`src/rtl/fault_irq_pkg.sv`:
```
package fault_irq_pkg;
  typedef enum logic [1:0] {
    MODE_IDLE  = 2'b00,
    MODE_RUN   = 2'b01,
    MODE_STOP  = 2'b10,
    MODE_SLEEP = 2'b11
  } op_mode_e;

  typedef struct packed {
    logic src;
    logic hsst;
    logic tpre;
    logic ov;
    logic uv;
  } status_t;

  localparam int STATUS_W = $bits(status_t);
endpackage

```
`src/rtl/fault_sync.sv`:
```
module fault_sync #(
  parameter int W = 1
) (
  input  logic         clk_i,
  input  logic         rst_ni,
  input  logic [W-1:0] d_i,
  output logic [W-1:0] q_o
);
  for (genvar i = 0; i < W; i++) begin : g_bit
    logic meta_q, stab_q;
    always_ff @(posedge clk_i or negedge rst_ni) begin
      if (!rst_ni) begin
        meta_q <= 1'b0;
        stab_q <= 1'b0;
      end else begin
        meta_q <= d_i[i];
        stab_q <= meta_q;
      end
    end
    assign q_o[i] = stab_q;
  end
endmodule

```
`src/rtl/irq_pulse.sv`:
```
module irq_pulse #(
  parameter int PULSE_W = 4
) (
  input  logic clk_i,
  input  logic rst_ni,
  input  logic trig_i,
  output logic irq_no
);
  localparam int CNT_W = $clog2(PULSE_W + 1);

  logic [CNT_W-1:0] cnt_q;

  always_ff @(posedge clk_i or negedge rst_ni) begin
    if (!rst_ni)                cnt_q <= '0;
    else if (trig_i)            cnt_q <= CNT_W'(PULSE_W); // retrigger restarts width
    else if (cnt_q != '0)       cnt_q <= cnt_q - 1'b1;
  end

  assign irq_no = (cnt_q == '0);

  assert_trig_lowers_R3: assert property (@(posedge clk_i) disable iff (!rst_ni)
    trig_i |=> !irq_no);
  assert_fall_needs_trig_R9: assert property (@(posedge clk_i) disable iff (!rst_ni)
    $fell(irq_no) |-> $past(trig_i));
endmodule

```
`src/rtl/fault_irq_ctrl.sv`:
```
module fault_irq_ctrl
  import fault_irq_pkg::*;
#(
  parameter int NUM_SW   = 3,
  parameter int NUM_WAKE = 3,
  parameter int PULSE_W  = 4
) (
  input  logic                clk_i,
  input  logic                rst_ni,
  input  logic [1:0]          mode_i,
  input  logic                uv_i,
  input  logic                ov_i,
  input  logic                tpre_i,
  input  logic [NUM_SW-1:0]   hs_ot_i,
  input  logic [NUM_WAKE-1:0] wake_i,
  input  logic                rd_stb_i,
  output logic                irq_no,
  output logic [4:0]          status_o,
  output logic [NUM_SW-1:0]   hs_off_o
);
  localparam int FLT_W  = 3 + NUM_SW;
  localparam int SYNC_W = FLT_W + NUM_WAKE;

  logic [SYNC_W-1:0]   raw, synced;
  logic [FLT_W-1:0]    flt_g, flt_q, flt_rise;
  logic [NUM_WAKE-1:0] wk_g, wk_q, wk_rise;
  logic                run, stop, any_evt, src_q;
  status_t             st;

  assign raw = {wake_i, hs_ot_i, tpre_i, ov_i, uv_i};

  fault_sync #(.W(SYNC_W)) i_sync (
    .clk_i (clk_i),
    .rst_ni(rst_ni),
    .d_i   (raw),
    .q_o   (synced)
  );

  assign run  = (op_mode_e'(mode_i) == MODE_RUN);
  assign stop = (op_mode_e'(mode_i) == MODE_STOP);

  // detection gated by mode; flags are live, not latched
  assign flt_g = run  ? synced[FLT_W-1:0]      : '0;
  assign wk_g  = stop ? synced[SYNC_W-1:FLT_W] : '0;

  assign flt_rise = flt_g & ~flt_q;
  assign wk_rise  = wk_g  & ~wk_q;
  assign any_evt  = (|flt_rise) | (|wk_rise);

  always_ff @(posedge clk_i or negedge rst_ni) begin
    if (!rst_ni) begin
      flt_q <= '0;
      wk_q  <= '0;
      src_q <= 1'b0;
    end else begin
      flt_q <= flt_g;
      wk_q  <= wk_g;
      // new event wins over a coinciding read
      if (any_evt)       src_q <= 1'b1;
      else if (rd_stb_i) src_q <= 1'b0;
    end
  end

  irq_pulse #(.PULSE_W(PULSE_W)) i_pulse (
    .clk_i (clk_i),
    .rst_ni(rst_ni),
    .trig_i(any_evt),
    .irq_no(irq_no)
  );

  always_comb begin
    st.uv   = flt_g[0];
    st.ov   = flt_g[1];
    st.tpre = flt_g[2];
    st.hsst = |flt_g[FLT_W-1:3];
    st.src  = src_q;
  end

  assign status_o = st;
  assign hs_off_o = flt_g[FLT_W-1:3];

  assert_src_set_R5: assert property (@(posedge clk_i) disable iff (!rst_ni)
    any_evt |=> status_o[4]);
  assert_src_clear_R5: assert property (@(posedge clk_i) disable iff (!rst_ni)
    (rd_stb_i && !any_evt) |=> !status_o[4]);
  assert_hs_off_flag_R6: assert property (@(posedge clk_i) disable iff (!rst_ni)
    (|hs_off_o) |-> status_o[3]);
  assert_quiet_flags_R7: assert property (@(posedge clk_i) disable iff (!rst_ni)
    !run |-> (status_o[3:0] == 4'b0 && hs_off_o == '0));
  assert_no_irq_lowpower_R7: assert property (@(posedge clk_i) disable iff (!rst_ni)
    $fell(irq_no) |-> $past(run || stop));
endmodule

```
`config.mk`:
```
export PLATFORM = sky130hd
export DESIGN_NAME = fault_irq_ctrl
export DESIGN_NICKNAME = d
export VERILOG_FILES = /design/src/rtl/fault_irq_pkg.sv /design/src/rtl/fault_sync.sv /design/src/rtl/irq_pulse.sv /design/src/rtl/fault_irq_ctrl.sv
export SDC_FILE = /design/constraint.sdc
export NUM_CORES = 1
export LEC_CHECK = 0
export BUFFER_PORTS_ARGS = -buffer_cell sky130_fd_sc_hd__buf_2
export CELL_PAD_IN_SITES_DETAIL_PLACEMENT = 1
export CELL_PAD_IN_SITES_GLOBAL_PLACEMENT = 1
export CORE_UTILIZATION = 30
export DETAILED_ROUTE_END_ITERATION = 7
export PLACE_DENSITY = 0.56
export SYNTH_ARGS = -nofsm -noshare
export SYNTH_HDL_FRONTEND = slang
export SYNTH_SLANG_ARGS = --single-unit
```
`constraint.sdc`:
```
create_clock -name clk_i -period 1.6 [get_ports clk_i]
set_input_delay 0.32 -clock clk_i [delete_from_list [all_inputs] [get_ports clk_i]]
set_output_delay 0.32 -clock clk_i [all_outputs]
set_load 0.005 [all_outputs]
```
* After elaboration in Yosys (flattened, before gate mapping)
Index checks and enable logic that the tools add are counted.
W data, S select, Z words.
** Operators by class
- Shift operators :: 0
- Bitwise operators :: 5
- Div/mod/pow operators :: 0
- Muxes and demuxes :: 6
- Reductions and logical operators :: 7
- $lt $le $gt $ge :: 0
- Multiply operators :: 0
- Eq/ne operators :: 2
- Add/subtract/negate cells :: 1
** Operators with widths (number)
- $mux W3 :: 3
- $and A6 B6 Y6 :: 1
- $mux W6 :: 1
- $not A6 Y6 :: 1
- $reduce_or A3 Y1 :: 2
- $reduce_or A6 Y1 :: 1
- $reduce_bool A2 Y1 :: 2
- $and A3 B3 Y3 :: 1
- $logic_not A3 Y1 :: 1
- $not A3 Y3 :: 1
- $reduce_bool A3 Y1 :: 1
- $sub A3 B1 Y3 const B :: 1
- $eq A2 B1 Y1 const B :: 1
- $eq A2 B2 Y1 const B :: 1
- $mux W1 :: 2
- $or A1 B1 Y1 :: 1
** Word-level totals
- Bits in latches :: 0
- Word-level logic and storage cells :: 43
- Output and inout bits :: 9
- Register bits after elaboration :: 31
- Memories :: 0
- Input bits :: 14
- Bits in writable memories :: 0
- Memory bits (read-only) :: 0

* Logic depth before layout (Yosys ltp)
Gate-level depths: netlist (run 1).
- Depth in word-level cells :: 6
- Mapped depth :: 6

* Hierarchy
From an unflattened synthesis (run 1), not the netlist that was laid out.
** Unflattened totals
- Cell total of the unflattened synthesis :: 85
- Area total of the unflattened synthesis :: 1132.3 um2
** Modules (own cells, without submodules)
- fault_sync :: area an instance 518.0 um2, times used 1, cells an instance 27
- fault_irq_ctrl :: area an instance 430.4 um2, times used 1, cells an instance 42
- irq_pulse :: area an instance 183.9 um2, times used 1, cells an instance 16

* Least setup slack after synthesis (run 1)
No wires, ideal clock.
- Path kind :: register to register
- Start :: reg i_pulse.cnt_q[0]
- End :: reg i_pulse.cnt_q[1]
- Period minus slack after synthesis :: 1.216 ns
- Stages on the path, launching flop included :: 6
- Required time :: 1.481 ns
- Arrival time :: 1.097 ns
- Slack :: 0.384 ns
- Buffers on the path :: 0
- Cell sequence :: dfrtp_1 -> inv_1 -> ha_1 -> nor2b_1 -> o21ai_0 -> and2_1
** On the way
- Longest elaborated chain between the ends :: 3
- Elaborated cells on any way between the ends :: 5
- Classes of those cells :: add/sub: 1; mux: 2; reduce/logical: 2
** RTL lines
- from (decl) :: RTL line irq_pulse.sv:11 : logic [CNT_W-1:0] cnt_q;
- from (signal assigned) :: RTL line irq_pulse.sv:15 : else if (trig_i) cnt_q <= CNT_W'(PULSE_W);
- from (signal assigned) :: RTL line irq_pulse.sv:16 : else if (cnt_q != '0) cnt_q <= cnt_q - 1'b1;
- $sub A3 B1 Y3 :: RTL line irq_pulse.sv:16
- $mux W3 :: RTL line irq_pulse.sv:16
- $mux W3 :: RTL line irq_pulse.sv:15
Several ways; a longest one is shown, not always the timed one. The select of a mux whose other input is x is not followed.
A chain may end at the register's enable or synchronous reset.

* Worst setup path after layout (run 1)
- Start :: reg i_pulse.cnt_q[0]
- End :: out irq_no
** On the way
- Longest elaborated chain between the ends :: 1
** RTL lines
- $logic_not A3 Y1 :: RTL line irq_pulse.sv:19 : assign irq_no = (cnt_q == '0);
- to (decl) :: RTL line fault_irq_ctrl.sv:17 : output logic irq_no,
No other way between the ends.

==> metrics, run 1 <==
Setup CP Type=reg -> out; initial antenna violation count=0; CP delay by family, top=flip-flops; Distinct cells, synth=18; first-pass GRT wire length=2635 um; vias in the first global route=600; gr ovfl total=0; Worst VDD drop=0.0006256 V; FF/Latch Area=775.7 um^2; core footprint=3363 um^2; reg2reg end=src_q$_DFFE_PN0P_; placed wire-length estimate=1160 um; crit-path max FO=2; final wirelength=1631 um; CTS Root Cell=clkbuf_4; Lkg Pwr=0.6486 nW; crit share post-route=95.43%; Yosys top cell by area=dfrtp_1; Switching Share=26.41%; post-route ant nets=0; CTS clk-pin slew, worst paths=0.09 ns; startpoint of the worst register-to-register path=i_sync.g_bit[4].stab_q$_DFF_PN0_; Clk network pwr share=26.1%; share of synthesized area occupied by flip-flops and latches=73.03%; DR iter-0 viols=5; final critical-path required period=1.527 ns; area of the multi-input gates=259.0 um^2; largest net degree at the start of global routing=32; Crit-path slowest cell=dfrtp_1; total design power=1.612 mW; Async SR Flop Fraction=100.0%; WL per Instance=10.80 um; fmax=654.9 MHz; syn avg cell area=14.35 um^2; Worst Skew=0.008966 ns; placed instance area=1222 um^2; die width=61.51 um; design area=1301 um^2; fin nets=120; CTS Sinks=31; R2R cell count=4; TritonCTS clock tree=yes; Initial Util=31.58%; Die Ht=61.51 um; status=finished, final reports clean; DR vias=619; H-tree levels=2; vias per cell=4.099; Comb pwr share=18.4%; layout cells sized above 1=35.24%; DIE AREA=3783 um^2; sequential power share=55.5%; Commonest cells post-synth=dfrtp_1 (31), and2_1 (11), inv_1 (8); largest cells by area after synthesis=dfrtp_1 (73%), and2_1 (6.5%), inv_1 (2.8%); Post-Syn Instances=74; WP data required=1.28 ns; Worst-Skew Late Latency=0.32 ns; drt pass-1 iters=2; Cell Pwr Density=1239 nW/um^2; Ys Warns=0; setup violators final=0; worst hold path type=in -> async; count of state elements after synthesis=31; Cell Chain, Critical Path=inv_2, ha_2, nor2b_4, buf_2; antenna diode count=0; CTS buffer count=5; Top Ports=23; # rows=21; Sw Pwr=0.4257 mW; final hold violation count=0; max-slew violation count=0; syn nets=90; ys flop type=dfrtp_1; CTS max path bufs=2; WP buf/inv=2; CP arrival=1.21 ns; fin util=38.69%; Area Growth Syn to Fin=22.50%; crit start category=flip-flop; Int Pwr=1.186 mW; number of port buffers=22; relative slew slack=56.82%; RePlAce Congestion=0.6430; Tightest Pin Transition=0.6476 ns; fill count=397; DRC violations left=0; most common cell in the netlist=dfrtp_1; Max-Cap Viols=0; Tot GR Track Use=10.66%; Yosys top cell area share=73.03%; number of flops mapped to enable cells by yosys=0; Worst R2R Setup Slack=0.31 ns; slowest stage delay, CP=0.40 ns; synthesized cell area=1062 um^2; Setup crit end kind=primary output
==> what timing repair did <==
action	4_1_cts	5_1_grt
pin swaps	0	1
gates resized for setup	2	3
endpoints found under the setup margin	1	1
hold buffers	0	0
setup buffers	1	1
==> how the worst max path moves through the flow <==
| stage | cells after the start | start | end | slack [ns] |
|---|---|---|---|---|
| detailed placement | 4 | i_pulse.cnt_q[0]$_DFFE_PN0P_ | irq_no | 0.20 |
| floorplan | 5 | i_pulse.cnt_q[0]$_DFFE_PN0P_ | i_pulse.cnt_q[1]$_DFFE_PN0P_ | 0.38 |
| global placement | 4 | mode_i[1] | hs_off_o[0] | 0.22 |
| finish | 4 | i_pulse.cnt_q[0]$_DFFE_PN0P_ | irq_no | 0.07 |
| CTS | 4 | i_pulse.cnt_q[0]$_DFFE_PN0P_ | irq_no | 0.03 |
| global route | 4 | i_pulse.cnt_q[0]$_DFFE_PN0P_ | irq_no | -0.002 |
==> routing by layer <==
layer	GRT usage [%]	routed length, um	share of wire, %
met5	0	0	0
met4	7.619	44	2.7
met3	5.882	101	6.2
met2	15.98	814	50
met1	11.37	670	41
==> per-stage QoR <==
| step | std cells | TNS [ns] | hold slack (ns) | setup WS [ns] |
|---|---|---|---|---|
| after floorplan | 74 | 0 | 0.02441 | 0.3845 |
| after global placement | 141 | 0 | 0.3312 | 0.2222 |
| after detailed placement | 141 | 0 | 0.3358 | 0.2028 |
| after CTS | 150 | 0 | 0.02339 | 0.02545 |
| after global routing | 151 | -0.001737 | 0.04564 | -0.001737 |
| final | 151 | 0 | 0.01035 | 0.07314 |
==> area by class of cell <==
cell class	instances	area share, %
flip-flops and latches	31	59.62
multi-input cells	34	19.90
repair buffers	24	9.615
well taps	46	4.423
clock buffers	6	3.173
inverters	8	2.308
clock inverters	2	0.9615
==> kinds of logic after synthesis <==
logic type / count (synthesis) / synth area share, %
flip-flops: 31 / 73.03
AO/OA/AOI/OAI: 8 / 6.715
adder cells (fa/ha/maj): 2 / 2.355
AND/OR/NAND/NOR: 21 / 11.78
buffers and inverters: 9 / 3.534
multiplexers: 1 / 0.9423
XOR/XNOR: 2 / 1.649
==> cells in the final DEF, fill, tap and decap left out, drive strengths merged <==
cell,instances
dfrtp,31
buf,24
and2,11
inv,8
clkbuf,6
nand2b,3
nor2b,3
o22ai,2
xnor2,2
o21ai,2
nand2,2
ha,2
and2b,1
o31a,1
a21o,1
a41oi,1
o41ai,1
nor2,1
mux2i,1
clkinvlp,1
clkinv,1
==> power by group through the flow <==
stage / Combinational [mW] / Sequential [mW] / Clock, mW
after global placement: 0.242 / 0.898 / 0
after global routing: 0.337 / 0.903 / 0.478
final: 0.297 / 0.894 / 0.421
after detailed placement: 0.249 / 0.903 / 0
after floorplan: 0.170 / 0.893 / 0
after CTS: 0.281 / 0.893 / 0.449
==> state kept, by name (all words and copies together), names as in the netlist <==
signal               flops
i_sync.g_bit.meta_q      9
i_sync.g_bit.stab_q      9
flt_q                    6
i_pulse.cnt_q            3
wk_q                     3
src_q                    1
Power figures use the tool's default switching activity.
==> inputs of run 2 (changes only) <==
- ABC_AREA: not set -> 1
- PLACE_DENSITY: 0.56 -> 0.58
- SLEW_MARGIN: not set -> 10
==> run 2 against run 1 <==
Effect of this change:
- hold slack gained 0.015 ns
- final cell count grew 16%
- worst setup slack gained 0.023 ns
- global-route usage grew 0.48 points
- die area grew 1.9%
- utilization grew 0.18 points
- critical endpoint unchanged
- largest power group unchanged
- highest routed layer unchanged
==> metrics, run 2 <==
Cell Pwr Density=1213 nW/um^2; Yosys top cell area share=71.59%; Non-Filler Instances=175; Post-Place Cells=167; crit start category=flip-flop; Area Growth Syn to Fin=21.59%; design area=1318 um^2; syn nets=116; worst hold path type=in -> async; Top Ports=23; syn avg cell area=10.84 um^2; Critical Path Sink=irq_no; CTS clk-pin slew, worst paths=0.09 ns; Max-Cap Viols=0; initial antenna violation count=0; R2R cell count=5; DP Worst Slack=0.3217 ns; DR vias=706; first-pass GRT wire length=3208 um; RSZ-0062 raised after global routing=no; Async SR Flop Fraction=100.0%; largest cells by area after synthesis=dfrtp_1 (72%), inv_1 (8.3%), nand2_1 (4.8%); number of port buffers=22; Tot GR Track Use=11.14%; Worst-Skew Late Latency=0.31 ns; final wirelength=1779 um; Yosys top cell by area=dfrtp_1; most common cell in the netlist=dfrtp_1; vias in the first global route=789; Setup crit end kind=primary output; Distinct cells, synth=15; biggest regs=i_sync.g_bit.meta_q: 9 flops, i_sync.g_bit.stab_q: 9 flops, flt_q: 6 flops; # rows=21; fill count=392; Worst setup startpoint=i_pulse.cnt_q[0]$_DFFE_PN0P_; core footprint=3390 um^2; vias per cell=4.034; Die Ht=62.10 um; reg2reg end=i_pulse.cnt_q[1]$_DFFE_PN0P_; Hold WS=0.02538 ns; synthesized cell area=1084 um^2; CTS Sinks=31; RePlAce Congestion=0.6987; CTS buffer count=5; TritonCTS clock tree=yes; post-route ant nets=0; fmax=664.9 MHz; CP arrival=1.18 ns; most frequent cells in the layout=dfrtp_1 (31), inv_1 (22), buf_2 (22); fin nets=144; gr ovfl total=0; Setup CP Type=reg -> out; status=finished, final reports clean; placed instance area=1244 um^2; relative slew slack=56.47%; largest net degree at the start of global routing=32; placed wire-length estimate=1331 um; max-slew violation count=0; final critical-path required period=1.504 ns; Post-Syn Instances=100; Initial Util=31.97%; ys flop type=dfrtp_1; drt pass-1 iters=2; WL per Instance=10.17 um; DIE AREA=3856 um^2; Lkg Pwr=0.7125 nW; Worst Skew=0.004912 ns; CTS max path bufs=2; number of flops mapped to enable cells by yosys=0; DRC violations left=0; crit share post-route=93.99%; final hold violation count=0; H-tree levels=2; setup violators final=0; Worst VDD drop=0.0005262 V; commonest non-fill, non-tap cell in the layout=dfrtp_1; die width=62.10 um; Ys Warns=0; CTS Root Cell=clkbuf_4; WP data required=1.28 ns; Sum Neg Setup Slack=0 ns; count of state elements after synthesis=31; final setup margin=0.09608 ns; Tightest Pin Transition=0.6529 ns; fin util=38.87%; layout cells sized above 1=29.46%; DR iter-0 viols=4; Worst R2R Setup Slack=0.47 ns; Commonest cells post-synth=dfrtp_1 (31), inv_1 (24), nand2_1 (14); share of synthesized area occupied by flip-flops and latches=71.59%; Post-CTS Setup Bufs=0; antenna diode count=0; startpoint of the worst register-to-register path=i_pulse.cnt_q[0]$_DFFE_PN0P_; total design power=1.599 mW; crit-path max FO=4
## run 2: final cells by class
type,count,area (um^2),share of cell area (%)
clock buffer,8,68.82,5.223
inverter,26,97.59,7.407
multi-input combinational,42,207.7,15.76
sequential,31,775.7,58.88
tap,46,57.56,4.368
timing repair buffer,22,110.1,8.357
## run 2: kinds of logic (layout without fill, tap and decap cells)
logic type,Yosys count,after routing,share of synthesized area (%)
xor gates and xnor gates,1,1,0.8085
DFF,31,31,71.59
adders and majority gates,2,2,2.309
AOI/OAI and AO/OA,4,4,1.963
buffers and inverters,27,56,9.701
and+or+nand+nor,35,35,13.63
## run 2: worst min path at each step
| stage | startpoint | slack, ns | to |
|---|---|---|---|
| 6_report | rst_ni | 0.03 | i_sync.g_bit[3].meta_q$_DFF_PN0_ |
| 5_1_grt | rst_ni | 0.07 | i_pulse.cnt_q[2]$_DFFE_PN0P_ |
| 2_1_floorplan | rst_ni | 0.02 | flt_q[0]$_DFF_PN0_ |
| 3_5_place_dp | i_sync.g_bit[1].meta_q$_DFF_PN0_ | 0.34 | i_sync.g_bit[1].stab_q$_DFF_PN0_ |
| 3_3_place_gp | i_sync.g_bit[4].meta_q$_DFF_PN0_ | 0.33 | i_sync.g_bit[4].stab_q$_DFF_PN0_ |
| 4_1_cts | rst_ni | 0.04 | i_sync.g_bit[3].meta_q$_DFF_PN0_ |
## run 2: report_power, final
part | internal, mW | switching, mW
Sequential | 0.843 | 0.0244
Combinational | 0.0937 | 0.143
Clock | 0.258 | 0.236
Total | 1.20 | 0.403
## run 2: what timing repair did
action	4_1_cts	5_1_grt
gates resized for setup	0	4
setup endpoints to repair	0	1
hold buffers	0	0
## run 2: per-layer routing
layer  GRT usage, %  part of all wire [%]  up-vias
li1               -                     -      345
met1          10.91                    39      339
met2          20.33                    55       17
met3          3.309                   4.2        5
met4          6.977                   1.7        0
met5              0                     0        -
## run 2: critical path, stage by stage, from the launching register on
cell and delay, ns:
dfrtp_1 0.38, inv_2 0.08, ha_2 0.17, nand2_2 0.07
inv_2 0.07, buf_2 0.11
